[src/rtl/colgen_pkg.sv]
package colgen_pkg;
  typedef enum logic {
    BT_SEQ = 1'b0,
    BT_ILV = 1'b1
  } btype_e;
endpackage

[src/rtl/colgen_cfg_decode.sv]
module colgen_cfg_decode #(
  parameter int COL_W   = 9,
  parameter int CODE_W  = 3,
  parameter int MAX_LOG = 3
) (
  input  logic [CODE_W-1:0] code_i,
  input  colgen_pkg::btype_e btype_i,
  output logic [COL_W-1:0]  mask_o,
  output logic              page_o,
  output logic              err_o
);
  localparam logic [CODE_W-1:0] PageCode = '1;
  localparam logic [CODE_W-1:0] MaxCode  = CODE_W'(MAX_LOG);

  always_comb begin
    mask_o = '0;
    page_o = 1'b0;
    err_o  = 1'b0;
    if (code_i == PageCode) begin
      if (btype_i == colgen_pkg::BT_ILV) begin
        err_o = 1'b1;
      end else begin
        page_o = 1'b1;
        mask_o = '1;
      end
    end else if (code_i <= MaxCode) begin
      mask_o = COL_W'((32'd1 << code_i) - 32'd1);
    end else begin
      err_o = 1'b1;
    end
  end
endmodule

[src/rtl/colgen_beat_ctr.sv]
module colgen_beat_ctr #(
  parameter int COL_W = 9
) (
  input  logic             clk_i,
  input  logic             rst_ni,
  input  logic             start_i,
  input  logic             stop_i,
  input  logic [COL_W-1:0] mask_i,
  input  logic             page_i,
  output logic [COL_W-1:0] beat_o,
  output logic [COL_W-1:0] mask_o,
  output logic             page_o,
  output logic             active_o,
  output logic             done_o
);
  logic [COL_W-1:0] beat_q, mask_q;
  logic             page_q, active_q, done_q;
  logic             last_w;

  // a full page never reaches a last beat
  assign last_w = !page_q && (beat_q == mask_q);

  always_ff @(posedge clk_i or negedge rst_ni) begin
    if (!rst_ni) begin
      beat_q   <= '0;
      mask_q   <= '0;
      page_q   <= 1'b0;
      active_q <= 1'b0;
      done_q   <= 1'b0;
    end else begin
      done_q <= 1'b0;
      if (start_i) begin
        beat_q   <= '0;
        mask_q   <= mask_i;
        page_q   <= page_i;
        active_q <= 1'b1;
      end else if (active_q) begin
        if (stop_i) begin
          active_q <= 1'b0;
        end else if (last_w) begin
          active_q <= 1'b0;
          done_q   <= 1'b1;
        end else begin
          beat_q <= beat_q + 1'b1;
        end
      end
    end
  end

  assign beat_o   = beat_q;
  assign mask_o   = mask_q;
  assign page_o   = page_q;
  assign active_o = active_q;
  assign done_o   = done_q;
endmodule

[src/rtl/colgen_addr_map.sv]
module colgen_addr_map #(
  parameter int COL_W = 9
) (
  input  logic [COL_W-1:0] base_i,
  input  logic [COL_W-1:0] beat_i,
  input  logic [COL_W-1:0] mask_i,
  input  colgen_pkg::btype_e btype_i,
  output logic [COL_W-1:0] col_o
);
  logic [COL_W-1:0] low_w;

  always_comb begin
    if (btype_i == colgen_pkg::BT_ILV) low_w = base_i ^ beat_i;
    else                               low_w = base_i + beat_i;
    col_o = (base_i & ~mask_i) | (low_w & mask_i);
  end
endmodule

[src/rtl/sdram_burst_colgen.sv]
module sdram_burst_colgen #(
  parameter int COL_W   = 9,
  parameter int CODE_W  = 3,
  parameter int MAX_LOG = 3
) (
  input  logic              clk_i,
  input  logic              rst_ni,
  input  logic              start_i,
  input  logic [COL_W-1:0]  start_col_i,
  input  logic [CODE_W-1:0] blen_i,
  input  logic              btype_i,
  input  logic              stop_i,
  output logic [COL_W-1:0]  col_o,
  output logic              beat_valid_o,
  output logic              done_o,
  output logic              cfg_err_o
);
  import colgen_pkg::*;

  btype_e           btype_w, btype_q;
  logic [COL_W-1:0] dec_mask_w, mask_w, beat_w, base_q;
  logic             dec_page_w, dec_err_w, page_w, err_q;

  assign btype_w = btype_e'(btype_i);

  colgen_cfg_decode #(.COL_W(COL_W), .CODE_W(CODE_W), .MAX_LOG(MAX_LOG)) u_dec (
    .code_i (blen_i),
    .btype_i(btype_w),
    .mask_o (dec_mask_w),
    .page_o (dec_page_w),
    .err_o  (dec_err_w)
  );

  colgen_beat_ctr #(.COL_W(COL_W)) u_ctr (
    .clk_i   (clk_i),
    .rst_ni  (rst_ni),
    .start_i (start_i),
    .stop_i  (stop_i),
    .mask_i  (dec_mask_w),
    .page_i  (dec_page_w),
    .beat_o  (beat_w),
    .mask_o  (mask_w),
    .page_o  (page_w),
    .active_o(beat_valid_o),
    .done_o  (done_o)
  );

  always_ff @(posedge clk_i or negedge rst_ni) begin
    if (!rst_ni) begin
      base_q  <= '0;
      btype_q <= BT_SEQ;
      err_q   <= 1'b0;
    end else begin
      // illegal settings are single-beat, so the flag only lives in beat 0
      err_q <= start_i & dec_err_w;
      if (start_i) begin
        base_q  <= start_col_i;
        btype_q <= btype_w;
      end
    end
  end

  colgen_addr_map #(.COL_W(COL_W)) u_map (
    .base_i (base_q),
    .beat_i (beat_w),
    .mask_i (mask_w),
    .btype_i(btype_q),
    .col_o  (col_o)
  );

  assign cfg_err_o = err_q;
endmodule

[config.mk]
export PLATFORM = sky130hd
export DESIGN_NAME = sdram_burst_colgen
export DESIGN_NICKNAME = d
export VERILOG_FILES = /design/src/rtl/colgen_pkg.sv /design/src/rtl/colgen_cfg_decode.sv /design/src/rtl/colgen_beat_ctr.sv /design/src/rtl/colgen_addr_map.sv /design/src/rtl/sdram_burst_colgen.sv
export SDC_FILE = /design/constraint.sdc
export NUM_CORES = 1
export LEC_CHECK = 0
export BUFFER_PORTS_ARGS = -buffer_cell sky130_fd_sc_hd__buf_4
export CAP_MARGIN = 10
export CELL_PAD_IN_SITES_DETAIL_PLACEMENT = 1
export CELL_PAD_IN_SITES_GLOBAL_PLACEMENT = 1
export CORE_MARGIN = 10
export CORE_UTILIZATION = 35
export DETAILED_ROUTE_END_ITERATION = 12
export HOLD_SLACK_MARGIN = 0.15
export PLACE_DENSITY_LB_ADDON = 0.3
export SLEW_MARGIN = 20
export SYNTH_ARGS = -nofsm -noshare
export SYNTH_HDL_FRONTEND = slang
export SYNTH_SLANG_ARGS = --single-unit
[constraint.sdc]
create_clock -name clk_i -period 2.1 [get_ports clk_i]
set_input_delay 0.21 -clock clk_i [delete_from_list [all_inputs] [get_ports clk_i]]
set_output_delay 0.21 -clock clk_i [all_outputs]
set_load 0.03 [all_outputs]
# Word-level counts from Yosys, hierarchy flattened

Cells that the tools add are included.
Widths: inputs -> output; s select.

Output and inout port bits: 12
Word-level logic and storage cells: 48
Bits of input ports: 17
Bits in registers: 32

Shift-type cells: 1
$add $sub $neg: 3
Bitwise gates (word level): 6
Muxes and demuxes: 21
Eq/ne operators: 4
$lt $le $gt $ge: 1
Reductions and logical operators: 4

Operator list:

| cell                | number |
|---|---|
| $mux 9              | 8 |
| $and 9x9->9         | 2 |
| $mux 1              | 13 |
| $add 9x1->9 const B | 1 |
| $add 9x9->9         | 1 |
| $eq 9x9->1          | 1 |
| $not 9->9           | 1 |
| $or 9x9->9          | 1 |
| $shl 1x3->9 const A | 1 |
| $sub 9x1->9 const B | 1 |
| $xor 9x9->9         | 1 |
| $ne 2x2->1 const B  | 2 |
| $eq 3x3->1 const B  | 1 |
| $le 3x2->1 const B  | 1 |
| $reduce_and 3->1    | 1 |
| $reduce_bool 2->1   | 1 |
| $and 1x1->1         | 1 |
| $logic_and 1x1->1   | 1 |
| $logic_not 1->1     | 1 |

# Longest topological paths before layout

Depth after elaboration: 6
Gate-level depth with buffers: 8
Gate-level depth less buffers: 8

# Modules after synthesis

From an unflattened synthesis, not the netlist that was laid out.

Cells, all modules: 203
Area total of the unflattened synthesis: 2155.8 sq um

Modules (own cells, without submodules):

| module             | seq. area each (sq um) | cells each | area each (sq um) | times used |
|---|---|---|---|---|
| colgen_beat_ctr    | 525.5                  | 90         | 1021.0            | 1 |
| colgen_addr_map    | 0.0                    | 67         | 519.2             | 1 |
| sdram_burst_colgen | 275.3                  | 23         | 440.4             | 1 |
| colgen_cfg_decode  | 0.0                    | 23         | 175.2             | 1 |

# Worst setup path before layout

OpenSTA, ideal clock, no wires.

Path type: register -> output
Start: register u_ctr.beat_q[0] (netlist: u_ctr.beat_o[0])
End: output col_o[8]
Stages on the path, launching flop included: 9
Slack: -0.483 ns
Arrival: 2.373 ns
Buffers on the path: 0
Cells stage by stage: dfrtp_1 > ha_1 > inv_1 > fa_1 > nor2b_1 > o2111ai_1 > a2111oi_0 > o41ai_1 > xnor2_1

Longest elaborated chain between the ends: 4

RTL lines:

| item                     | line                     | RTL |
|---|---|---|
| start: declaration       | colgen_beat_ctr.sv:16    | `logic [COL_W-1:0] beat_q, mask_q;` |
| start signal: assignment | colgen_beat_ctr.sv:44    | `beat_q <= beat_q + 1'b1;` |
| $add 9x9->9              | colgen_addr_map.sv:14    | `else low_w = base_i + beat_i;` |
| $mux 9                   | colgen_addr_map.sv:13    | `if (btype_i == colgen_pkg::BT_ILV) low_w = base_i ^ beat_i;` |
| $and 9x9->9              | colgen_addr_map.sv:15    | `col_o = (base_i & ~mask_i) \| (low_w & mask_i);` |
| $or 9x9->9               | colgen_addr_map.sv:15    |  |
| end: declaration         | sdram_burst_colgen.sv:13 | `output logic [COL_W-1:0] col_o,` |

No other way between the ends.

# Worst setup path in the final report

Start: register base_q[0]
End: output col_o[8]

Longest elaborated chain between the ends: 4

RTL lines:

| item                     | line                     | RTL |
|---|---|---|
| start: declaration       | sdram_burst_colgen.sv:21 | `logic [COL_W-1:0] dec_mask_w, mask_w, beat_w, base_q;` |
| start signal: assignment | sdram_burst_colgen.sv:57 | `base_q <= start_col_i;` |
| $add 9x9->9              | colgen_addr_map.sv:14    |  |
| $mux 9                   | colgen_addr_map.sv:13    |  |
| $and 9x9->9              | colgen_addr_map.sv:15    |  |
| $or 9x9->9               | colgen_addr_map.sv:15    |  |

No other way between the ends.

==> run summary <==
• 5.27 — Vias/cell
• 0.00202 mm² — netlist area before placement
• true — RSZ-0062 raised after global routing
• 386 MHz — Highest Clock Rate
• 45 — largest net degree at the start of global routing
• 39.7% — sequential cell area fraction in the yosys report
• sky130_fd_sc_hd__clkbuf_8 — master cell of the clock root buffer
• 0.00257 mm² — placed cell area
• 4100 µm — sum of net half-perimeters after detailed placement
• 1.31 nW — leakage dissipation
• 28 — number of buffer cells added on primary ports
• 0.577 ns — actual slew at the worst max-slew pin
• 0.00919 mm² — Die ar.
• 123% — Tcrit/Tclk final
• 44.9% — area grow syn2layout
• 0.813 — global placer's final weighted congestion
• 0 — antenna violations before repair
• 209 — Gate Count Post-Synth
• 95.9 µm — chip height
• 1834 — count of vias placed by the detailed router
• 303 — final layout net count
• 32 x sky130_fd_sc_hd__dfrtp_1, 24 x sky130_fd_sc_hd__nor2_1, 14 x sky130_fd_sc_hd__o21ai_0 — Commonest cells post-synth
• done — CTS tree
• sky130_fd_sc_hd__dfrtp_1 — cell type contributing the most total cell area after synthesis
• 13.1% — GRT Total Usage
• 3 — largest fanout of any net on the critical path
• 2 — CTS H-tree lvls
• 0.405 mV — largest voltage drop on the vdd net
• sky130_fd_sc_hd__dfrtp_1 — most common cell in the netlist
• 0 — number of enable flip-flop cells after synthesis
• 3.27% — global routing met3 resource utilization
• 44 — Synth cell types
• sky130_fd_sc_hd__dfrtp_1 40%, sky130_fd_sc_hd__ha_1 6.2%, sky130_fd_sc_hd__mux2_2 6.1% — biggest area contributors in the synthesized netlist
• 39.7% — top cell type's share of synthesized area
• 2 — maximum number of buffers from clock root to sink
• setup timing — violations in the final reports
• 0 — Post-DRT Antenna Nets
• 0 — number of synthesis warnings
• 95.9 µm — Die Span X
• 32 — flop and latch count out of synthesis
• 17.3 µm — average wire per cell in the routed design
• 0.07 ns — clock-pin slew of the registers on the worst-case setup and hold paths
• 41.7% — ratio of cells with drive above 1 in the final layout
• 2.38 ns — data arrival time at the worst-slack endpoint
• 0.00489 ns — clk_skew
• -0.492 ns — worst setup margin
• 14.9% — met1 layer usage reported by global route
• 0.00292 mm² — post-route cell area
• register to output pin — worst setup path class
• 0 — number of max-capacitance violations reported
• 237 — Mapped Nets
• 0 — final global-route overflow total
• 0 — number of antenna repair diodes
• 27 — number of cell rows
• complete, but fails checks — result of the run
• 6030 µm — sum of routed wire length over all layers
• 6 — number of setup violations in the final report
• output pin — Setup crit end kind
• -0.323 ns — worst-case setup slack after placement
• 0 — Final Hold Fails
• 52.7% — post-route core utilization
• 9.64 µm² — Mapped Avg Cell Area
• met2 — GRT Max-Usage Layer
• 4 — length of the first detailed-routing pass in iterations
• 0 — drc violations
• 23.6% — GRT met2 Usage
• 1.89 ns — required arrival time at the worst endpoint
• 9520 µm — global-route wire length before repair
• 2.59 ns — post-layout minimum cycle time
• 29 — number of top-level design ports
• primary input to register — class of the tightest hold or removal check
• 0.29 ns — latest clock arrival within the worst-skew pair
• 0 — Slew Limit Fails
• 627 mW/mm² — cell area power density
• 69 — DRT iter0 DRCs
• 32 — total clock sinks
• 5 — total CTS buffers
• 61.1% — worst relative slew slack
• 1960 — via count of the first global-routing pass
• register — startpoint kind of the worst setup timing path
• 0.00554 mm² — core region area
• 100% — async set or reset register ratio after synthesis
• sky130_fd_sc_hd__dfrtp_1 — main flop type after synthesis
• 36.4% — effective utilization at floorplan
-- layer usage --
layer,wire length (µm),vias to the layer above
met5,0,-
met2,3150,28
met1,2540,928
li1,-,866
met3,217,12
met4,119,0
-- cell families after synthesis --
group / share of synthesized area (%)
xor+xnor: 7.39
buf+inv: 4.16
simple gates: 17.8
compound gates: 14.3
mux: 9.44
fa+ha+maj: 7.20
flops: 39.7
-- path summary, 6_finish.rpt --
check / from / to / slack (ns) / depth (start not counted)
setup / recovery: base_q[0] / col_o[8] / -0.49 / 9
hold / removal: start_col_i[8] / base_q[8] / 0.16 / 2
setup reg to reg: u_ctr.beat_o[1] / u_ctr.beat_o[8] / 0.05 / 7
hold reg to reg: base_q[7] / base_q[7] / 0.56 / 1
max in group asynchronous: rst_ni / u_ctr.beat_o[2] / 1.36 / 2
min in group asynchronous: rst_ni / btype_q / 0.41 / 2
-- layout make-up --
| type | instances | area (µm²) |
|---|---|---|
| timing repair buffer | 65 | 528 |
| clock buffer | 6 | 72.6 |
| inverter | 12 | 45.0 |
| multi-input combinational | 159 | 1350 |
| tap | 72 | 90.1 |
| fill | 634 | 2620 |
| sequential | 32 | 806 |
| clock inverter | 2 | 35.0 |
-- worst max-delay path, stage by stage, from the launching register on --
cell and delay, ns:
sky130_fd_sc_hd__dfrtp_1 0.40, sky130_fd_sc_hd__ha_4 0.16, sky130_fd_sc_hd__inv_2 0.03, sky130_fd_sc_hd__fa_2 0.36, sky130_fd_sc_hd__nor2b_4 0.19, sky130_fd_sc_hd__o2111ai_4 0.15
sky130_fd_sc_hd__a2111oi_4 0.38, sky130_fd_sc_hd__o41ai_2 0.12, sky130_fd_sc_hd__xnor2_2 0.15, sky130_fd_sc_hd__buf_6 0.15
-- flip-flops by register name, summed over array words and instances (netlist names) --
signal	count
base_q	9
u_ctr.done_o	1
btype_q	1
u_ctr.active_o	1
cfg_err_o	1
u_ctr.page_o	1
u_ctr.mask_o	9
u_ctr.beat_o	9
-- what timing repair did --
action,in CTS,in global routing
endpoints found under the setup margin,7,13
hold buffers,3,1
buffers inserted,3,5
gates resized for setup,16,14
gates cloned,0,1
pin swaps,19,16
endpoints found under the hold margin,34,1
-- where the power goes --
group	switching (W)	total, W	internal [W]
Combinational	0.000277	0.000535	0.000258
Sequential	0.0000478	0.000706	0.000658
Clock	0.000239	0.000591	0.000352
Total	0.000564	0.00183	0.00127
-- placed cells by master, fill, tap and decap left out, types with 5 or more instances in the layout --
cell / synthesis / routed
sky130_fd_sc_hd__inv_1: 12 / 11
sky130_fd_sc_hd__ha_1: 10 / 5
sky130_fd_sc_hd__and3_1: 5 / 5
sky130_fd_sc_hd__nand4_1: 6 / 6
sky130_fd_sc_hd__ha_4: 0 / 5
sky130_fd_sc_hd__xor2_1: 11 / 9
sky130_fd_sc_hd__xnor2_1: 6 / 5
sky130_fd_sc_hd__dfrtp_1: 32 / 28
sky130_fd_sc_hd__a21oi_1: 12 / 6
sky130_fd_sc_hd__clkbuf_8: 0 / 5
sky130_fd_sc_hd__nand2_1: 9 / 9
sky130_fd_sc_hd__buf_4: 1 / 53
sky130_fd_sc_hd__a21oi_2: 1 / 7
sky130_fd_sc_hd__mux2_2: 11 / 11
sky130_fd_sc_hd__o21ai_0: 14 / 11
sky130_fd_sc_hd__nor2b_1: 8 / 7
sky130_fd_sc_hd__buf_6: 1 / 8
sky130_fd_sc_hd__nor2_1: 24 / 24
-- metrics by stage --
step	power (W)	hold slack [ns]	cells	setup TNS, ns
2_1_floorplan	0.000970	-0.0856	209	-0.253
3_3_place_gp	0.00116	0.188	329	-0.527
3_5_place_dp	0.00117	0.187	329	-0.525
4_1_cts	0.00181	0.150	343	-1.77
5_1_grt	0.00194	0.151	348	-3.03
6_report	0.00183	0.157	348	-2.15
Power figures use the tool's default switching activity.
